File: config.mk
export PLATFORM = sky130hd
export DESIGN_NAME = updn_pwm_timer
export DESIGN_NICKNAME = d
export VERILOG_FILES = /design/src/rtl/udt_pkg.sv /design/src/rtl/udt_capsync.sv /design/src/rtl/udt_counter.sv /design/src/rtl/udt_channel.sv /design/src/rtl/updn_pwm_timer.sv
export SDC_FILE = /design/constraint.sdc
export NUM_CORES = 1
export LEC_CHECK = 0
export ABC_AREA = 1
export BUFFER_PORTS_ARGS = -buffer_cell sky130_fd_sc_hd__buf_2
export CAP_MARGIN = 30
export CORE_MARGIN = 10
export CORE_UTILIZATION = 55
export CTS_BUF_LIST = sky130_fd_sc_hd__clkbuf_2
export CTS_CLUSTER_DIAMETER = 150
export DETAILED_ROUTE_END_ITERATION = 7
export GPL_ROUTABILITY_DRIVEN = 1
export GPL_TIMING_DRIVEN = 0
export PLACE_DENSITY = 0.72
export SYNTH_ARGS = -nofsm -noshare
export SYNTH_HDL_FRONTEND = slang
export SYNTH_HIERARCHICAL = 1
export SYNTH_SLANG_ARGS = --single-unit
File: constraint.sdc
create_clock -name clk -period 6.35 [get_ports clk]
set_input_delay 0.635 -clock clk [delete_from_list [all_inputs] [get_ports clk]]
set_output_delay 0.635 -clock clk [all_outputs]
set_load 0.1 [all_outputs]
File: src/rtl/udt_pkg.sv
package udt_pkg;

    typedef enum logic {
        DIR_UP   = 1'b0,
        DIR_DOWN = 1'b1
    } dir_e;

    // control word: global bits, then four per-channel fields of NCH bits
    localparam int CTL_RUN     = 0;
    localparam int CTL_DIR     = 1;
    localparam int CTL_DBUF    = 2;
    localparam int CTL_CH_BASE = 3;

    localparam int FLD_MODE = 0;
    localparam int FLD_EDGE = 1;
    localparam int FLD_POL  = 2;
    localparam int FLD_IE   = 3;

    localparam int ADDR_CTRL    = 0;
    localparam int ADDR_PERIOD  = 1;
    localparam int ADDR_CH_BASE = 2;

    function automatic int ctl_pos(int field, int ch, int nch);
        return CTL_CH_BASE + field * nch + ch;
    endfunction

    function automatic int ctl_width(int nch);
        return CTL_CH_BASE + 4 * nch;
    endfunction

endpackage

File: src/rtl/udt_capsync.sv
module udt_capsync #(
    parameter int STAGES = 2
) (
    input  logic clk,
    input  logic rst_n,
    input  logic async_in,
    output logic rose,
    output logic fell
);
    typedef struct packed {
        logic [STAGES-1:0] sh;
        logic              prev;
    } sync_t;

    sync_t s_d, s_q;

    always_comb begin
        s_d      = s_q;
        s_d.sh   = {s_q.sh[STAGES-2:0], async_in};
        s_d.prev = s_q.sh[STAGES-1];
    end

    always_ff @(posedge clk or negedge rst_n) begin
        if (!rst_n) s_q <= '0;
        else        s_q <= s_d;
    end

    assign rose = s_q.sh[STAGES-1] & ~s_q.prev;
    assign fell = ~s_q.sh[STAGES-1] & s_q.prev;

    // an edge is a single-cycle event
    assert_edge_pulse_R10: assert property (@(posedge clk) disable iff (!rst_n)
        rose |=> !rose) else $error("rose held two cycles");

endmodule

File: src/rtl/udt_counter.sv
module udt_counter
    import udt_pkg::*;
#(
    parameter int CW = 16
) (
    input  logic          clk,
    input  logic          rst_n,
    input  logic          run,
    input  dir_e          dir,
    input  logic          load,
    input  logic [CW-1:0] per_buf_nxt,
    output logic [CW-1:0] cnt,
    output logic [CW-1:0] per_act,
    output logic          wrap
);
    typedef struct packed {
        logic [CW-1:0] cnt;
        logic [CW-1:0] per;
    } cstate_t;

    cstate_t s_d, s_q;

    assign wrap = run && ((dir == DIR_DOWN) ? (s_q.cnt == '0) : (s_q.cnt >= s_q.per));

    always_comb begin
        s_d     = s_q;
        s_d.per = load ? per_buf_nxt : s_q.per;
        if (run) begin
            if (wrap) begin
                s_d.cnt = (dir == DIR_DOWN) ? s_d.per : '0;
            end else if (dir == DIR_DOWN) begin
                s_d.cnt = s_q.cnt - 1'b1;
            end else begin
                s_d.cnt = s_q.cnt + 1'b1;
            end
        end
    end

    always_ff @(posedge clk or negedge rst_n) begin
        if (!rst_n) begin
            s_q.cnt <= '0;
            s_q.per <= '1;
        end else begin
            s_q <= s_d;
        end
    end

    assign cnt     = s_q.cnt;
    assign per_act = s_q.per;

    assert_up_step_R1: assert property (@(posedge clk) disable iff (!rst_n)
        (run && dir == DIR_UP && s_q.cnt < s_q.per) |=> (s_q.cnt == $past(s_q.cnt) + 1'b1))
        else $error("up step wrong");

    assert_up_wrap_R1: assert property (@(posedge clk) disable iff (!rst_n)
        (run && dir == DIR_UP && s_q.cnt >= s_q.per) |=> (s_q.cnt == '0))
        else $error("up wrap wrong");

    assert_down_reload_R2: assert property (@(posedge clk) disable iff (!rst_n)
        (run && dir == DIR_DOWN && s_q.cnt == '0) |=> (s_q.cnt == s_q.per))
        else $error("down reload wrong");

    assert_hold_R3: assert property (@(posedge clk) disable iff (!rst_n)
        !run |=> $stable(s_q.cnt)) else $error("count moved while stopped");

endmodule

File: src/rtl/udt_channel.sv
module udt_channel
    import udt_pkg::*;
#(
    parameter int CW = 16
) (
    input  logic          clk,
    input  logic          rst_n,
    input  logic          run,
    input  dir_e          dir,
    input  logic          cap_mode,
    input  logic          edge_fall,
    input  logic          pol,
    input  logic          load,
    input  logic [CW-1:0] cmp_buf_nxt,
    input  logic [CW-1:0] cnt_q,
    input  logic [CW-1:0] per_q,
    input  logic          rose,
    input  logic          fell,
    input  logic          clr,
    output logic          pwm,
    output logic          flag,
    output logic [CW-1:0] cmp_act,
    output logic [CW-1:0] cap_val
);
    typedef struct packed {
        logic [CW-1:0] cmp;
        logic [CW-1:0] cap;
        logic          flag;
    } chstate_t;

    chstate_t s_d, s_q;
    logic     cap_evt, match, raw;

    assign cap_evt = cap_mode && (edge_fall ? fell : rose);
    assign match   = !cap_mode && run && (cnt_q == s_q.cmp);

    always_comb begin
        s_d     = s_q;
        s_d.cmp = load ? cmp_buf_nxt : s_q.cmp;
        if (cap_evt) s_d.cap = cnt_q;
        if (cap_evt || match) s_d.flag = 1'b1;
        else if (clr)         s_d.flag = 1'b0;
    end

    always_comb begin
        if (s_q.cmp >= per_q) begin
            raw = 1'b1;
        end else if (dir == DIR_DOWN) begin
            raw = ({1'b0, per_q} < ({1'b0, cnt_q} + {1'b0, s_q.cmp}));
        end else begin
            raw = (cnt_q < s_q.cmp);
        end
    end

    always_ff @(posedge clk or negedge rst_n) begin
        if (!rst_n) s_q <= '0;
        else        s_q <= s_d;
    end

    assign pwm     = cap_mode ? 1'b0 : (raw ^ pol);
    assign flag    = s_q.flag;
    assign cmp_act = s_q.cmp;
    assign cap_val = s_q.cap;

    assert_flag_sticky_R11: assert property (@(posedge clk) disable iff (!rst_n)
        (s_q.flag && !clr) |=> s_q.flag) else $error("flag dropped");

    assert_match_flag_R9: assert property (@(posedge clk) disable iff (!rst_n)
        (!cap_mode && run && cnt_q == s_q.cmp) |=> s_q.flag) else $error("match lost");

    assert_capture_R10: assert property (@(posedge clk) disable iff (!rst_n)
        cap_evt |=> (s_q.cap == $past(cnt_q) && s_q.flag)) else $error("capture wrong");

endmodule

File: src/rtl/updn_pwm_timer.sv
module updn_pwm_timer
    import udt_pkg::*;
#(
    parameter int CW          = 16,
    parameter int NCH         = 2,
    parameter int AW          = 3,
    parameter int SYNC_STAGES = 2
) (
    input  logic           clk,
    input  logic           rst_n,
    input  logic           wr_en,
    input  logic [AW-1:0]  wr_addr,
    input  logic [CW-1:0]  wr_data,
    input  logic [AW-1:0]  rd_addr,
    output logic [CW-1:0]  rd_data,
    input  logic [NCH-1:0] cap_in,
    output logic [NCH-1:0] pwm_out,
    output logic [NCH-1:0] irq
);
    localparam int CTLW     = ctl_width(NCH);
    localparam int ADDR_ST  = ADDR_CH_BASE + NCH;
    localparam int ADDR_CNT = ADDR_ST + 1;

    typedef struct packed {
        logic [CTLW-1:0]         ctrl;
        logic [CW-1:0]           per_buf;
        logic [NCH-1:0][CW-1:0]  cmp_buf;
    } regs_t;

    regs_t r_d, r_q;

    logic                   wr_ctrl, wr_per, wr_st;
    logic [NCH-1:0]         wr_cmp;
    logic                   run, dbuf, load, wrap;
    dir_e                   dir;
    logic [CW-1:0]          cnt, per_act;
    logic [NCH-1:0][CW-1:0] cmp_act, cap_val;
    logic [NCH-1:0]         flag, rose, fell, clr, cap_mode, ie;

    assign run  = r_q.ctrl[CTL_RUN];
    assign dir  = dir_e'(r_q.ctrl[CTL_DIR]);
    assign dbuf = r_q.ctrl[CTL_DBUF];
    assign load = !dbuf || !run || wrap;

    always_comb begin
        wr_ctrl = wr_en && (wr_addr == AW'(ADDR_CTRL));
        wr_per  = wr_en && (wr_addr == AW'(ADDR_PERIOD));
        wr_st   = wr_en && (wr_addr == AW'(ADDR_ST));
        r_d     = r_q;
        if (wr_ctrl) r_d.ctrl    = wr_data[CTLW-1:0];
        if (wr_per)  r_d.per_buf = wr_data;
        for (int i = 0; i < NCH; i++) begin
            wr_cmp[i] = wr_en && (wr_addr == AW'(ADDR_CH_BASE + i));
            if (wr_cmp[i]) r_d.cmp_buf[i] = wr_data;
        end
    end

    assign clr = wr_st ? wr_data[NCH-1:0] : '0;

    always_ff @(posedge clk or negedge rst_n) begin
        if (!rst_n) begin
            r_q.ctrl    <= '0;
            r_q.per_buf <= '1;
            r_q.cmp_buf <= '0;
        end else begin
            r_q <= r_d;
        end
    end

    udt_counter #(.CW(CW)) u_cnt (
        .clk         (clk),
        .rst_n       (rst_n),
        .run         (run),
        .dir         (dir),
        .load        (load),
        .per_buf_nxt (r_d.per_buf),
        .cnt         (cnt),
        .per_act     (per_act),
        .wrap        (wrap)
    );

    for (genvar g = 0; g < NCH; g++) begin : g_ch
        localparam int P_MODE = ctl_pos(FLD_MODE, g, NCH);
        localparam int P_EDGE = ctl_pos(FLD_EDGE, g, NCH);
        localparam int P_POL  = ctl_pos(FLD_POL,  g, NCH);
        localparam int P_IE   = ctl_pos(FLD_IE,   g, NCH);

        assign cap_mode[g] = r_q.ctrl[P_MODE];
        assign ie[g]       = r_q.ctrl[P_IE];

        udt_capsync #(.STAGES(SYNC_STAGES)) u_sync (
            .clk      (clk),
            .rst_n    (rst_n),
            .async_in (cap_in[g]),
            .rose     (rose[g]),
            .fell     (fell[g])
        );

        udt_channel #(.CW(CW)) u_ch (
            .clk         (clk),
            .rst_n       (rst_n),
            .run         (run),
            .dir         (dir),
            .cap_mode    (r_q.ctrl[P_MODE]),
            .edge_fall   (r_q.ctrl[P_EDGE]),
            .pol         (r_q.ctrl[P_POL]),
            .load        (load),
            .cmp_buf_nxt (r_d.cmp_buf[g]),
            .cnt_q       (cnt),
            .per_q       (per_act),
            .rose        (rose[g]),
            .fell        (fell[g]),
            .clr         (clr[g]),
            .pwm         (pwm_out[g]),
            .flag        (flag[g]),
            .cmp_act     (cmp_act[g]),
            .cap_val     (cap_val[g])
        );
    end

    assign irq = flag & ie;

    always_comb begin
        rd_data = '0;
        if (rd_addr == AW'(ADDR_CTRL))   rd_data[CTLW-1:0] = r_q.ctrl;
        if (rd_addr == AW'(ADDR_PERIOD)) rd_data = per_act;
        if (rd_addr == AW'(ADDR_ST))     rd_data[NCH-1:0] = flag;
        if (rd_addr == AW'(ADDR_CNT))    rd_data = cnt;
        for (int i = 0; i < NCH; i++) begin
            if (rd_addr == AW'(ADDR_CH_BASE + i))
                rd_data = cap_mode[i] ? cap_val[i] : cmp_act[i];
        end
    end

    assert_dbuf_hold_R5: assert property (@(posedge clk) disable iff (!rst_n)
        (dbuf && run && !wrap) |=> $stable(per_act)) else $error("period moved mid-cycle");

    assert_direct_write_R4: assert property (@(posedge clk) disable iff (!rst_n)
        (wr_per && (!dbuf || !run)) |=> (per_act == $past(wr_data)))
        else $error("immediate period write lost");

endmodule

Yosys cells after proc, flatten, opt, wreduce, memory -nomap -nowiden
Cells that the tools add are included.

word-level totals
  logic and storage cells = 103
  bits of input ports = 27
  output and inout bits = 20
  register bits after elaboration = 163

cells by class
  multiplexer cells = 29
  add/subtract/negate cells = 4
  $lt $le $gt $ge = 7
  reduce and logical (&&, ||, !) cells = 25
  bitwise gates (word level) = 11
  eq/ne operators = 11

operators with widths
  cell                   count
  $mux 16                13
  $ge 16x16->1           3
  $add 16x16->17         2
  $lt 16x17->1           2
  $eq 16x16->1           2
  $lt 16x16->1           2
  $add 16x1->16 const B  1
  $logic_not 16->1       1
  $sub 16x1->16 const B  1
  $mux 1                 13
  $eq 3x2->1 const B     4
  $logic_and 1x1->1      12
  $mux 11                1
  $eq 3x3->1 const B     3
  $eq 3x1->1 const B     2
  $logic_not 3->1        2
  $and 1x1->1            4
  $logic_not 1->1        4
  $logic_or 1x1->1       4
  $mux 2                 2
  $not 1->1              4
  $reduce_bool 2->1      2
  $and 2x2->2            1
  $xor 1x1->1            2

Depth between registers and ports, before layout
  depth after elaboration = 7
  depth in mapped cells = 28
  gate-level depth less buffers = 28

Modules after synthesis
Netlist, hierarchy kept.

by module, submodules not included
  module                      instances  area each (sq um)  cells an instance  seq. area each (sq um)
  updn_pwm_timer              1          3273.1             450                1496.4
  udt_channel (g_ch[0].u_ch)  1          3135.5             416                825.8
  udt_channel (g_ch[1].u_ch)  1          3129.3             417                825.8
  udt_counter                 1          2871.5             447                820.8
  udt_capsync                 2          90.1               7                  75.1

Least setup slack after synthesis
No wires, ideal clock.

  kind = register to output
  start point = reg, netlist name u_cnt/cnt[0]
  end point = out pwm_out[0]
  stages on the path, launching flop included = 21
  data arrival time = 3.978 ns
  setup slack = 1.737 ns
  buffers on the path = 0
  data required time = 5.715 ns
  path through = dfrtp_1 -> ha_1 -> inv_2 -> fa_1 -> o21ai_1 -> a31oi_1 -> nor2_1 -> nor2_1 -> xor2_1 -> ha_1 -> a21oi_1 -> o31a_1 -> nand2_1 -> nand2_1 -> nand2_1 -> nand2_1 -> nand2_1 -> nand2_1 -> nand2_1 -> a21oi_1 -> nor2_1

on the way
  cells in the longest elaborated chain, start to end = 6
  elaborated cells on any way between the ends = 7
  those cells by class = 1 x add/sub; 2 x order compare; 3 x mux; 1 x bitwise

RTL lines
  element           RTL line              RTL
  $add 16x16->17    udt_channel.sv:49     raw = ({1'b0, per_q} < ({1'b0, cnt_q} + {1'b0, s_q.cmp}));
  $lt 16x17->1      udt_channel.sv:49
  $mux 1 (*)        udt_channel.sv:48     end else if (dir == DIR_DOWN) begin
  $mux 1 (*)        udt_channel.sv:46     if (s_q.cmp >= per_q) begin
  $xor 1x1->1 (*)   udt_channel.sv:60     assign pwm = cap_mode ? 1'b0 : (raw ^ pol);
  $mux 1 (*)        udt_channel.sv:60
  end: declaration  updn_pwm_timer.sv:17  output logic [NCH-1:0] pwm_out,

Mark *: on every way between the ends. The rest lies on a longest branch, timed or not.

Worst setup path in the final report
  start point = reg, netlist name u_cnt/cnt[0]
  end point = out pwm_out[0]

on the way
  cells in the longest elaborated chain, start to end = 6
  elaborated cells on any way between the ends = 7
  those cells by class = 1 x add/sub; 2 x order compare; 3 x mux; 1 x bitwise

RTL lines
  element          RTL line
  $add 16x16->17   udt_channel.sv:49
  $lt 16x17->1     udt_channel.sv:49
  $mux 1 (*)       udt_channel.sv:48
  $mux 1 (*)       udt_channel.sv:46
  $xor 1x1->1 (*)  udt_channel.sv:60
  $mux 1 (*)       udt_channel.sv:60

Marks and branches as above.

==> flow_metrics.tcl <==
set metrics [dict create \
    die_w_um 171 \
    cts_tree "built" \
    yosys.area.top_type_share_pct 26.0 \
    maxSlewViolCount 0 \
    p_comb_share_pct 59.5 \
    cellPowerDensity_nw_per_um2 446 \
    intPower_w 0.00284 \
    final_nets 2000 \
    ys_warn_count 6 \
    cp_top_family "simple AND/OR/NAND/NOR gates" \
    max_stage_delay_ns 0.72 \
    dr.pass1.iters 5 \
    layout_commonest_cell "nand2_1" \
    vdd_drop_max_v 0.000208 \
    finClkSkew_ns 0.0455 \
    period_needed_ns 5.59 \
    power_switching_w 0.00319 \
    areaGrowthSynthToFinish_pct 7.46 \
    stdcell_count 2113 \
    fmax_ghz 0.179 \
    port_buffers 46 \
    grt_pass1_wl_mm 58.4 \
    num_vias 11400 \
    die_area_um2 29300 \
    dp_hpwl_mm 29.4 \
    endpoint_kind "output pin" \
    route.detailed.drc 0 \
    slew_headroom_pct 50.8 \
    seq_area_frac_synth_pct 32.7 \
    initial_core_util_pct 55.8 \
    rows 55 \
    period_share_pct 88.0 \
    synth_edf_count 0 \
    viasPerCell 5.38 \
    path_cells "ha_1 -> inv_2 -> fa_1 -> o21ai_1 -> a31oi_1 -> xor2_1 -> ha_1 -> nand2_1 -> inv_1 -> nor2_1 -> o21a_1 -> nand2_1 -> nand2_1 -> nand2_1 -> nand2_1 -> nand2_1 -> nand2_1 -> nand2_1 -> nand2_1 -> nand2_1 -> nand3_1 -> nand2_1 -> nor2_1 -> buf_2" \
    p_clk_share_pct 10.1 \
    status "complete, no violations" \
    io-pin-count 47 \
    async_flop_share_pct 100 \
    crit_top_cell "nand2_1" \
    worstMarginPinSlew_ns 0.730 \
    clkTransAtPathRegs_ns 0.27 \
    synth_area_per_cell_um2 7.22 \
    crit_path_max_fanout 9 \
    crit_arrival_ns 4.96 \
    ys.flop_type "dfrtp_1" \
    drive_above_1_share_pct 10.7 \
    grt_pass1_vias 11300 \
    groute.usage.overall_pct 25.5 \
    detail_route.wl_per_cell_um 17.2 \
    post_cts_buffers 0 \
    max_cap_violations 0 \
    hp-class "in -> reg" \
    coreArea_um2 22600 \
    crit_type "reg -> out" \
    p_leak_nw 7.48 \
    setup_viol 0 \
    p_sw_share_pct 52.9 \
    ant_nets 0 \
    synth.distinct_cells 47 \
    grt_max_degree 111 \
    dp_cells 2077 \
    crit_required_ns 5.71 \
    die_height_um 171 \
    synth_cells 1744 \
    cp_num_buf_inv 3 \
    final_cell_mix "nand2_1, inv_1, ha_1" \
    clock_sinks 163 \
    drtIter0Drc 880 \
    grt_overflow_total 0 \
    synth_nets 1930 \
    synth.cell_area_um2 12600 \
    cts_max_level 4 \
    antenna_found_initial 1 \
    synth-seq-cells 163 \
    finalSetupTns_ns 0 \
    synth_top_area_cell "dfrtp_1" \
    critPathLaunchType "flip-flop" \
    crit_path_top_delay_cell "dfrtp_1" \
    cts_buffers 17 \
    clock_latency_ns 0.78 \
    cts_root_buf "clkbuf_2" \
    p_total_w 0.00603 \
    power_frac_seq_pct 30.4 \
    clock_path_buffers 2 \
    rsz0062_at_grt "no" \
    hold_viol 0 \
    gp_congestion 0.901 \
    synth_area_leaders "dfrtp_1, nand2_1, ha_1" \
    wirelength_mm 36.3 \
]
-- power by group through the flow --
stage | Clock (W) | Sequential [W] | Combinational, W
4_1_cts | 0.000623 | 0.00182 | 0.00359
5_1_grt | 0.000659 | 0.00188 | 0.00413
3_3_place_gp | 0 | 0.00184 | 0.00344
6_report | 0.000610 | 0.00184 | 0.00359
2_1_floorplan | 0 | 0.00163 | 0.00281
3_5_place_dp | 0 | 0.00184 | 0.00356
-- timing repair --
item                      4_1_cts  5_1_grt
gates resized for setup         0        0
hold buffers                    3        0
hold endpoints to repair       33        0
-- through the flow --
step | area [um2] | setup WS [ns] | util [%] | hold WS, ns
after global routing | 13500 | 0.425 | 59.9 | 0.163
after global placement | 13200 | 1.71 | 58.4 | 0.333
after detailed placement | 13200 | 1.68 | 58.7 | 0.336
final | 13500 | 0.760 | 59.9 | 0.213
after CTS | 13500 | 0.745 | 59.9 | 0.141
after floorplan | 12600 | 1.74 | - | 0.331
-- kinds of logic (layout without fill, tap and decap cells) --
logic type,count (synthesis),in the layout,synth area share [%]
adder cells (fa/ha/maj),159,159,16.0
multiplexers,3,3,0.268
flip-flops,163,163,32.7
AO/OA/AOI/OAI,295,295,12.7
buffers and inverters,306,389,9.74
XOR/XNOR,31,31,2.16
other,0,1,0
AND/OR/NAND/NOR,787,787,26.4
-- worst paths after layout --
kind | cells after the start | slack (ns) | endpoint | startpoint
max in group asynchronous | 3 | 5.10 | g_ch[0].u_ch/cmp_act[10]$_DFFE_PN0P_ | rst_n
min | 3 | 0.21 | r_q[47]$_DFF_PN1_ | wr_data[15]
min reg2reg | 0 | 0.38 | g_ch[0].u_sync/s_d[0]$_DFF_PN0_ | g_ch[0].u_sync/s_d[2]$_DFF_PN0_
max reg2reg | 19 | 2.45 | u_cnt/cnt[15]$_DFFE_PN0P_ | u_cnt/cnt[15]$_DFFE_PN0P_
min in group asynchronous | 2 | 0.30 | u_cnt/cnt[1]$_DFFE_PN0P_ | rst_n
max | 24 | 0.76 | pwm_out[0] | u_cnt/cnt[0]$_DFFE_PN0P_
-- per-layer routing --
| layer | part of all wire [%] | track usage (%) |
|---|---|---|
| met5 | 0 | 0 |
| met4 | 3.2 | 10.4 |
| met3 | 4.8 | 2.41 |
| met2 | 50 | 45.0 |
| met1 | 42 | 31.1 |
-- cells in the mapped netlist, types with 14 or more instances --
| master | number |
|---|---|
| xor2_1 | 27 |
| dfrtp_1 | 131 |
| nand4_1 | 26 |
| nand3_1 | 49 |
| nand2_2 | 14 |
| a21oi_1 | 93 |
| clkbuf_1 | 22 |
| nand2_1 | 556 |
| ha_1 | 156 |
| buf_2 | 18 |
| nor2_1 | 85 |
| inv_1 | 242 |
| o21ai_0 | 153 |
| dfstp_2 | 32 |
-- sequential cells by signal, summed over array words and instances, names as in the netlist --
name	count
r_q	53
dbuf	1
ie	2
g_ch.u_sync/s_q	2
u_cnt/per_act	16
dir	1
u_cnt/cnt	16
g_ch.u_ch/cap_val	32
g_ch.u_sync/s_d	4
g_ch.u_ch/cmp_act	32
g_ch.u_ch/flag	2
cap_mode	2
-- tightest hold or removal path: stages --
cell	delay, ns
buf_2	0.10
inv_1	0.14
o21ai_0	0.14
-- cell type report --
| cell class | count | area (um2) |
|---|---|---|
| diodes | 1 | 2.50 |
| plain buffers | 49 | 259 |
| clock buffers | 17 | 85.1 |
| clock inverters | 15 | 170 |
| fillers | 2188 | 9040 |
| inverters | 257 | 967 |
| multi-input cells | 1275 | 7240 |
| flip-flops and latches | 163 | 4120 |
| well taps | 285 | 357 |
| repair buffers | 51 | 325 |
No activity file was read; power rests on OpenSTA's default activity.
